`src/rtl/sflag_pkg.sv`:
```
// Package: widths and bit positions shared by the flag register blocks.
// Assumes a 16-bit request word and a 16-bit status word.
package sflag_pkg;
    localparam int REQ_W  = 16;
    localparam int STAT_W = 16;
    localparam int NERR   = 6;
    localparam int IEN_W  = 4;

    // request word bit positions for the control flags
    localparam int EN_CLR_POS = 0;
    localparam int EN_SET_POS = 1;
    localparam int MS_CLR_POS = 2;
    localparam int MS_SET_POS = 3;

    // error index order: tx, rx, abort, tx-underflow, rx-underflow, mode
    localparam int ERR_CLR_POS [NERR] = '{8, 9, 10, 11, 4, 6};
    localparam int ERR_SET_POS [NERR] = '{12, 13, 14, 15, 5, 7};
    localparam int ERR_STAT_POS[NERR] = '{8, 9, 10, 11, 12, 14};

    localparam int STAT_EN_POS   = 0;
    localparam int STAT_MS_POS   = 1;
    localparam int STAT_BUSY_POS = 13;

    localparam int IEN_ERR_POS = 2;
endpackage

```
`src/rtl/sflag_decode.sv`:
```
// Module: splits a request write into per-flag set and clear strobes.
// Assumes the request word layout in sflag_pkg; purely combinational.
module sflag_decode
    import sflag_pkg::*;
(
    input  logic             wr,
    input  logic [REQ_W-1:0] word,
    output logic             en_set,
    output logic             en_clr,
    output logic             ms_set,
    output logic             ms_clr,
    output logic [NERR-1:0]  err_set,
    output logic [NERR-1:0]  err_clr
);
    // control flag strobes, gated by the write
    always_comb begin
        en_set = wr & word[EN_SET_POS];
        en_clr = wr & word[EN_CLR_POS];
        ms_set = wr & word[MS_SET_POS];
        ms_clr = wr & word[MS_CLR_POS];
    end

    for (genvar i = 0; i < NERR; i++) begin : g_err
        // error flag strobes at their own positions
        always_comb begin
            err_set[i] = wr & word[ERR_SET_POS[i]];
            err_clr[i] = wr & word[ERR_CLR_POS[i]];
        end
    end
endmodule

```
`src/rtl/sflag_bank.sv`:
```
// Module: holds enable, master-select and error flags.
// Priority per error flag: hardware event, then clear, then set.
// Enable clear is held off while busy. Assumes strobes are already decoded.
module sflag_bank
    import sflag_pkg::*;
(
    input  logic            clk,
    input  logic            rst_n,
    input  logic            en_set,
    input  logic            en_clr,
    input  logic            ms_set,
    input  logic            ms_clr,
    input  logic [NERR-1:0] err_set,
    input  logic [NERR-1:0] err_clr,
    input  logic [NERR-1:0] hw_err,
    input  logic            busy,
    output logic            en_q,
    output logic            ms_q,
    output logic [NERR-1:0] err_q
);
    logic en_clr_ok;

    // a clear of enable only counts when no transfer is running
    always_comb en_clr_ok = en_clr & ~busy;

    // enable flag register
    always_ff @(posedge clk) begin
        if (!rst_n)         en_q <= 1'b0;
        else if (en_clr_ok) en_q <= 1'b0;
        else if (en_set)    en_q <= 1'b1;
    end

    // master-select flag register
    always_ff @(posedge clk) begin
        if (!rst_n)      ms_q <= 1'b0;
        else if (ms_clr) ms_q <= 1'b0;
        else if (ms_set) ms_q <= 1'b1;
    end

    for (genvar i = 0; i < NERR; i++) begin : g_flag
        // one error flag: event beats clear beats set
        always_ff @(posedge clk) begin
            if (!rst_n)          err_q[i] <= 1'b0;
            else if (hw_err[i])  err_q[i] <= 1'b1;
            else if (err_clr[i]) err_q[i] <= 1'b0;
            else if (err_set[i]) err_q[i] <= 1'b1;
        end


        hw_event_sets_chk: assert property (@(posedge clk) disable iff (!rst_n)
            hw_err[i] |=> err_q[i]);


        clear_wins_chk: assert property (@(posedge clk) disable iff (!rst_n)
            (err_clr[i] && !hw_err[i]) |=> !err_q[i]);


        err_hold_chk: assert property (@(posedge clk) disable iff (!rst_n)
            (!err_clr[i] && !err_set[i] && !hw_err[i]) |=> $stable(err_q[i]));
    end


    busy_keeps_en_chk: assert property (@(posedge clk) disable iff (!rst_n)
        (busy && en_q) |=> en_q);


    ms_clear_wins_chk: assert property (@(posedge clk) disable iff (!rst_n)
        ms_clr |=> !ms_q);
endmodule

```
`src/rtl/sflag_irq.sv`:
```
// Module: interrupt enable register and error interrupt output.
// Assumes err_en comes from the controller's control register.
module sflag_irq
    import sflag_pkg::*;
(
    input  logic             clk,
    input  logic             rst_n,
    input  logic             ien_wr,
    input  logic [IEN_W-1:0] ien_data,
    input  logic [NERR-1:0]  err_q,
    input  logic [NERR-1:0]  err_en,
    output logic [IEN_W-1:0] ien_q,
    output logic             err_irq
);
    // interrupt enable register
    always_ff @(posedge clk) begin
        if (!rst_n)      ien_q <= '0;
        else if (ien_wr) ien_q <= ien_data;
    end

    // error interrupt from stored flags, masked per source and globally
    always_comb err_irq = ien_q[IEN_ERR_POS] & (|(err_q & err_en));


    irq_needs_enable_chk: assert property (@(posedge clk) disable iff (!rst_n)
        !ien_q[IEN_ERR_POS] |-> !err_irq);


    ien_load_chk: assert property (@(posedge clk) disable iff (!rst_n)
        ien_wr |=> (ien_q == $past(ien_data)));
endmodule

```
`src/rtl/sflag_top.sv`:
```
// Module: flag register for a serial controller with paired set/clear
// requests, hardware error events and an error interrupt.
// Assumes hw_err pulses are synchronous to clk.
module sflag_top
    import sflag_pkg::*;
(
    input  logic              clk,
    input  logic              rst_n,
    input  logic              req_wr,
    input  logic [15:0]       req_data,
    input  logic              ien_wr,
    input  logic [3:0]        ien_data,
    input  logic [5:0]        hw_err,
    input  logic [5:0]        err_en,
    input  logic              busy,
    output logic [15:0]       status,
    output logic [3:0]        ien,
    output logic              err_irq
);
    logic            en_set, en_clr, ms_set, ms_clr;
    logic [NERR-1:0] err_set, err_clr, err_q;
    logic            en_q, ms_q;

    sflag_decode u_dec (
        .wr(req_wr), .word(req_data),
        .en_set(en_set), .en_clr(en_clr), .ms_set(ms_set), .ms_clr(ms_clr),
        .err_set(err_set), .err_clr(err_clr)
    );

    sflag_bank u_bank (
        .clk(clk), .rst_n(rst_n),
        .en_set(en_set), .en_clr(en_clr), .ms_set(ms_set), .ms_clr(ms_clr),
        .err_set(err_set), .err_clr(err_clr), .hw_err(hw_err), .busy(busy),
        .en_q(en_q), .ms_q(ms_q), .err_q(err_q)
    );

    sflag_irq u_irq (
        .clk(clk), .rst_n(rst_n), .ien_wr(ien_wr), .ien_data(ien_data),
        .err_q(err_q), .err_en(err_en), .ien_q(ien), .err_irq(err_irq)
    );

    // assemble the status word from the flags and busy
    always_comb begin
        status = '0;
        status[STAT_EN_POS]   = en_q;
        status[STAT_MS_POS]   = ms_q;
        status[STAT_BUSY_POS] = busy;
        for (int i = 0; i < NERR; i++) status[ERR_STAT_POS[i]] = err_q[i];
    end


    busy_visible_chk: assert property (@(posedge clk) disable iff (!rst_n)
        status[STAT_BUSY_POS] == busy);
endmodule

```
`config.mk`:
```
export PLATFORM = sky130hd
export DESIGN_NAME = sflag_top
export DESIGN_NICKNAME = d
export VERILOG_FILES = /design/src/rtl/sflag_pkg.sv /design/src/rtl/sflag_decode.sv /design/src/rtl/sflag_bank.sv /design/src/rtl/sflag_irq.sv /design/src/rtl/sflag_top.sv
export SDC_FILE = /design/constraint.sdc
export NUM_CORES = 1
export LEC_CHECK = 0
export ABC_AREA = 1
export BUFFER_PORTS_ARGS = -buffer_cell sky130_fd_sc_hd__clkbuf_2
export CELL_PAD_IN_SITES_DETAIL_PLACEMENT = 1
export CELL_PAD_IN_SITES_GLOBAL_PLACEMENT = 1
export CORE_MARGIN = 10
export CORE_UTILIZATION = 25
export CTS_CLUSTER_DIAMETER = 120
export CTS_CLUSTER_SIZE = 10
export DETAILED_ROUTE_END_ITERATION = 8
export GPL_TIMING_DRIVEN = 1
export HOLD_SLACK_MARGIN = 0.12
export PLACE_DENSITY_LB_ADDON = 0.1
export SLEW_MARGIN = 25
export SYNTH_ARGS = -nofsm -noshare
export SYNTH_HDL_FRONTEND = slang
export SYNTH_SLANG_ARGS = --single-unit
```
`constraint.sdc`:
```
create_clock -name clk -period 1.1 [get_ports clk]
set_input_delay 0.22 -clock clk [delete_from_list [all_inputs] [get_ports clk]]
set_output_delay 0.22 -clock clk [all_outputs]
set_load 0.03 [all_outputs]
```
==> impl_metrics.yaml, run 1 <==
status:
  status: "finished with violations"
  violations: "negative setup slack"
setup_path:
  cp.required_ps: 880
  crit_path_start_kind: "register"
  cp-end-kind: "output pin"
  worstSetupPathType: "reg2out"
  crit_arrival_ps: 1060
  path_max_fanout: 2
yosys:
  ys_seq_area_share_pct: 35.89
  synthTopCellsByArea: "dfxtp_1 36%, nand2_1 13%, buf_4 11%, nor2_1 8.4%, a21oi_2 7.9%"
  ys_seq_elements: 12
  syn-cell-area_um2: 669.4
  synth_common_cells: "24 x nand2_1, 15 x nor2_1, 12 x dfxtp_1, 10 x buf_4, 10 x inv_1"
  synth_cell_types: 13
  yosysMostFrequentCell: "nand2_1"
  synth_edf_count: 0
  synth-main-ff-cell: "dfxtp_1"
  syn_avg_cell_area_um2: 7.046
  yosys_warnings: 0
  netlist.area_leader.share_pct: 35.89
  yosysTopAreaCell: "dfxtp_1"
  synthArstFlopShare_pct: 0
  synthCells: 95
clock_tree:
  cts_tree: "done"
  htree_levels: 1
  clkLatencyLatePin_ps: 270
  clk_pin_slew_ps: 80
  clock_sinks: 12
  cts_made_buffers: 3
  root_buffer: "clkbuf_4"
  cts_hold_buf: 0
  cts.path.max_buffers: 2
route:
  dr_wl_met3_um: 242
  first_pass_iters: 3
  drt_iter0_drc: 6
  met1_length_um: 858
  dr_wl_met2_um: 1144
  routed_via_density: 4.123
  via_count: 738
  wl_um: 2258
  wl_per_cell_um: 12.61
  drt.antenna.violating_nets: 0
  routed.top_layer: "met4"
  drc: 0
placed_design:
  postPlaceCellArea_um2: 914.6
  pre_cts_ws_ps: -21.76
  gp_congestion: 0.7071
  dpl.hpwl_um: 1930
  io_buffers: 50
timing:
  holdWs_ps: 163.7
  fin_ws_ps: -183.3
  finClkSkew_ps: 0
  finalHoldViolCount: 0
  setup_violations: 1
  slew_viol_final: 0
  rsz0062_at_grt: "true"
  max_freq_ghz: 0.7792
  period_needed_ps: 1283
  setup_tns_ps: -183.3
  post-route-period-util_pct: 116.7
final_layout:
  area_delta_synth_final_pct: 58.51
  num_antenna_cells: 0
  multi_input_area_um2: 336.6
  drive_above_1_share_pct: 57.05
  final_area_um2: 1061
  final_util_pct: 42.06
  final_nets: 187
  fill_cells: 345
  final-seq-area_um2: 247.7
global_routing:
  grt_max_degree: 17
  grt-ovfl-total: 0
  antenna_found_initial: 0
  grt_pass1_wl_um: 3677
  first_global_vias: 848
  grt_usage_pct: 8.556
flow_run:
  drv_cap: 0
pwr:
  vdd_drop_max_mv: 0.5565
  powerDensity_nw_per_um2: 1175
  power.leakage_nw: 0.5843
floorplanning:
  num_io_pins: 58
  fp.dieArea_um2: 5147
  core_um2: 2522
  die_x_um: 71.75
  rows: 18
  start_util_pct: 26.54
  die_y_um: 71.75
hold_path:
  hp-class: "in2reg"
worst paths after layout:
kind / startpoint / to / slack, ps / cells past startpoint
max: u_bank.err_q[0] / err_irq / -180 / 5
min reg2reg: u_bank.ms_q / u_bank.ms_q / 490 / 2
min: hw_err[2] / u_bank.err_q[2] / 160 / 3
max reg2reg: u_bank.err_q[1] / u_bank.err_q[1] / 260 / 5
placed cells by master (no fill, tap or decap):
cell type	count
clkbuf_2	43
nand2_1	20
nor2_1	14
nand2_2	10
inv_1	9
conb_1	7
a21oi_2	6
buf_8	6
dfxtp_1	6
dfxtp_2	6
buf_4	5
o21ai_0	4
a21oi_1	3
clkbuf_4	3
buf_6	2
nor2_4	1
inv_2	1
a21oi_4	1
o21ai_1	1
clkbuf_8	1
critical path, cell delays in order (launching register included):
cell and delay, ps:
dfxtp_2 340, nand2_2 50, nand2_2 80, nor2_4 40
a21oi_4 150, buf_8 130
where the power goes:
part           total (mW)  switching, mW  internal [mW]
logic               0.413          0.238          0.175
registers           0.487         0.0176          0.469
clock network       0.347          0.146          0.201
metal layers:
metal  vias up  global-route usage (%)
met5         -                       0
met4         0                   2.581
met3         2                   4.408
met2        32                   15.49
met1       324                   8.216
li1        380                       -
cell families after synthesis:
kind of cell	count (synthesis)	synth area share, %
simple gates	45	27.48
compound gates	15	14.58
other cells	1	0.5602
flops	12	35.89
buf+inv	22	21.50
stage by stage:
| stage | total power, mW | cells |
|---|---|---|
| final | 1.246 | 179 |
| after global routing | 1.323 | 179 |
| after CTS | 1.243 | 178 |
| after detailed placement | 0.8450 | 172 |
| after global placement | 0.8367 | 172 |
| after floorplan | 0.7422 | 101 |
what timing repair did:
item,CTS,global route
gates resized for setup,16,14
setup buffers,2,1
setup endpoints to repair,4,6
endpoints found under the hold margin,0,0
pin swaps,1,5
registers in the layout (all words and copies together), names as in the netlist:
signal,count
u_irq.ien_q,4
u_bank.err_q,6
u_bank.ms_q,1
u_bank.en_q,1
layout make-up:
type | instances | area share [%]
multi-input cells | 67 | 31.72
inverters | 10 | 3.538
clock buffers | 4 | 3.420
flip-flops and latches | 12 | 23.35
well taps | 30 | 3.538
repair buffers | 56 | 34.43
Note: power is estimated with default switching activity, not from simulation.
==> run 2, diff against run 1 <==
--- a/config.mk
+++ b/config.mk
@@ -11,6 +11,7 @@
 export CELL_PAD_IN_SITES_GLOBAL_PLACEMENT = 1
 export CORE_MARGIN = 10
 export CORE_UTILIZATION = 25
+export CTS_BUF_LIST = sky130_fd_sc_hd__clkbuf_8 sky130_fd_sc_hd__clkbuf_16
 export CTS_CLUSTER_DIAMETER = 120
 export CTS_CLUSTER_SIZE = 10
 export DETAILED_ROUTE_END_ITERATION = 8
==> impl_metrics.yaml, run 2 (synthesized netlist as in run 1, its figures left out) <==
hold_path:
  min_to: "u_bank.err_q[5]"
  hp-class: "in2reg"
  min_path_cells: 3
  worstHoldStart: "hw_err[5]"
timing:
  finClkSkew_ps: 0
  slew_viol_final: 0
  setup_violations: 2
  fin_ws_ps: -139.0
  setup_tns_ps: -209.9
  post-route-period-util_pct: 112.6
  rsz0062_at_grt: "true"
  period_needed_ps: 1239
  max_freq_ghz: 0.8071
  finalHoldViolCount: 0
route:
  drt.antenna.violating_nets: 0
  first_pass_iters: 3
  drt_iter0_drc: 4
  via_count: 735
  wl_per_cell_um: 12.16
  routed_via_density: 4.083
  wl_um: 2188
  drc: 0
global_routing:
  first_global_vias: 840
  grt_pass1_wl_um: 3670
  grt-ovfl-total: 0
  grt_usage_pct: 8.473
  antenna_found_initial: 0
  grt_max_degree: 17
final_layout:
  drive_above_1_share_pct: 58.00
  num_antenna_cells: 0
  final_nets: 188
  largest_reg_flops: 6
  multi_input_area_um2: 339.1
  final_common_cell: "clkbuf_2"
  fill_cells: 347
  final-seq-area_um2: 247.7
  area_delta_synth_final_pct: 54.58
  reg.largest.list: "u_bank.err_q (6), u_irq.ien_q (4)"
  final_cell_mix: "43 x clkbuf_2, 19 x nand2_1, 14 x nor2_1"
  regMostFlops: "u_bank.err_q"
placed_design:
  dpl.hpwl_um: 1930
  io_buffers: 50
  gp_congestion: 0.7071
clock_tree:
  clock_sinks: 12
  cts_tree: "done"
  cts.path.max_buffers: 2
  htree_levels: 1
  root_buffer: "clkbuf_8"
  cts_made_buffers: 3
  clk_pin_slew_ps: 50
  cts_hold_buf: 0
  clkLatencyLatePin_ps: 230
setup_path:
  crit_chain: "nand2_2, nand2_2, nor2_4, a21oi_4, buf_8"
  worstSetupPathType: "reg2out"
  cp-end-kind: "output pin"
  path_max_fanout: 2
  slowest_stage: "dfxtp_2"
  r2r_slack_ps: 170
  worstReg2RegEnd: "u_bank.err_q[1]"
  crit_path_start_kind: "register"
  cp.required_ps: 880
  worstRegToRegCells: 6
  crit_arrival_ps: 1020
  timing.rr.start: "u_bank.err_q[1]"
  slowest_delay_ps: 330
  cpMostUsedCell: "nand2_2"
pwr:
  powerDensity_nw_per_um2: 1290
  power.leakage_nw: 0.5814
  swShare_pct: 29.91
  p_int_mw: 0.9357
  p_comb_share_pct: 28.5
  seq_power_share_pct: 36.6
  finalPower_mw: 1.335
  power.switching_mw: 0.3993
  p_clk_share_pct: 34.9
  vdd_drop_max_mv: 0.6407
floorplanning:
  die_y_um: 71.75
  die_x_um: 71.75
  num_io_pins: 58
  fp.dieArea_um2: 5147
  core_um2: 2522
  rows: 18
  start_util_pct: 26.54
flow_run:
  drv_cap: 0
status:
  status: "finished with violations"
  violations: "negative setup slack"
## run 2: changes by cell type in the layout (fill, tap and decap cells not counted), sizes merged
cell / before / now
buf: 13 / 14
## run 2: how the worst max path moves through the flow
stage / start / endpoint
finish: u_bank.err_q[0] / err_irq
global route: u_bank.err_q[0] / err_irq
CTS: u_bank.err_q[3] / err_irq
detailed placement: err_en[1] / err_irq
global placement: err_en[1] / err_irq
floorplan: u_irq.ien_q[2] / err_irq
## run 2: cell type report
| type | instances | share of cell area (%) |
|---|---|---|
| Sequential cell | 12 | 23.94 |
| Timing Repair Buffer | 57 | 30.71 |
| Clock buffer | 4 | 5.320 |
| Tap cell | 30 | 3.628 |
| Inverter | 10 | 3.628 |
| Multi-Input combinational cell | 67 | 32.77 |
## run 2: critical path: cells and delay by family, from the launching register on
family | cells | cell delay [ps]
compound gates | 1 | 150
flops | 1 | 330
simple gates | 3 | 170
buf+inv | 1 | 130
## run 2: power groups by stage
stage	combinational [mW]	sequential [mW]	clock (mW)
3_5_place_dp	0.347	0.498	0
4_1_cts	0.372	0.488	0.488
3_3_place_gp	0.340	0.497	0
2_1_floorplan	0.191	0.551	0
6_report	0.381	0.488	0.466
5_1_grt	0.422	0.492	0.501
## run 2: what timing repair did
item / in CTS / in global routing
pin swaps: 1 / 5
setup endpoints to repair: 1 / 4
resized for setup: 7 / 13
hold endpoints to repair: 0 / 0
buffers inserted: 2 / 2
## run 2: layer usage
metal / vias to the layer above / GRT usage [%] / routed length (um)
li1: 382 / - / -
met1: 319 / 8.138 / 856
met2: 32 / 15.59 / 1088
met3: 2 / 3.994 / 231
met4: 0 / 2.581 / 12
met5: - / 0 / 0
## run 2: stage by stage
stage	hold slack (ps)	instances	worst slack [ps]	util [%]	instance area, um2
final	199.0	180	-139.0	41.02	1035
after CTS	194.0	178	-162.2	39.88	1006
after detailed placement	441.0	172	-21.76	36.26	914.6
after global routing	208.7	180	-190.3	41.02	1035
after global placement	435.8	172	-3.954	36.26	914.6
after floorplan	330.8	101	30.36	-	710.7
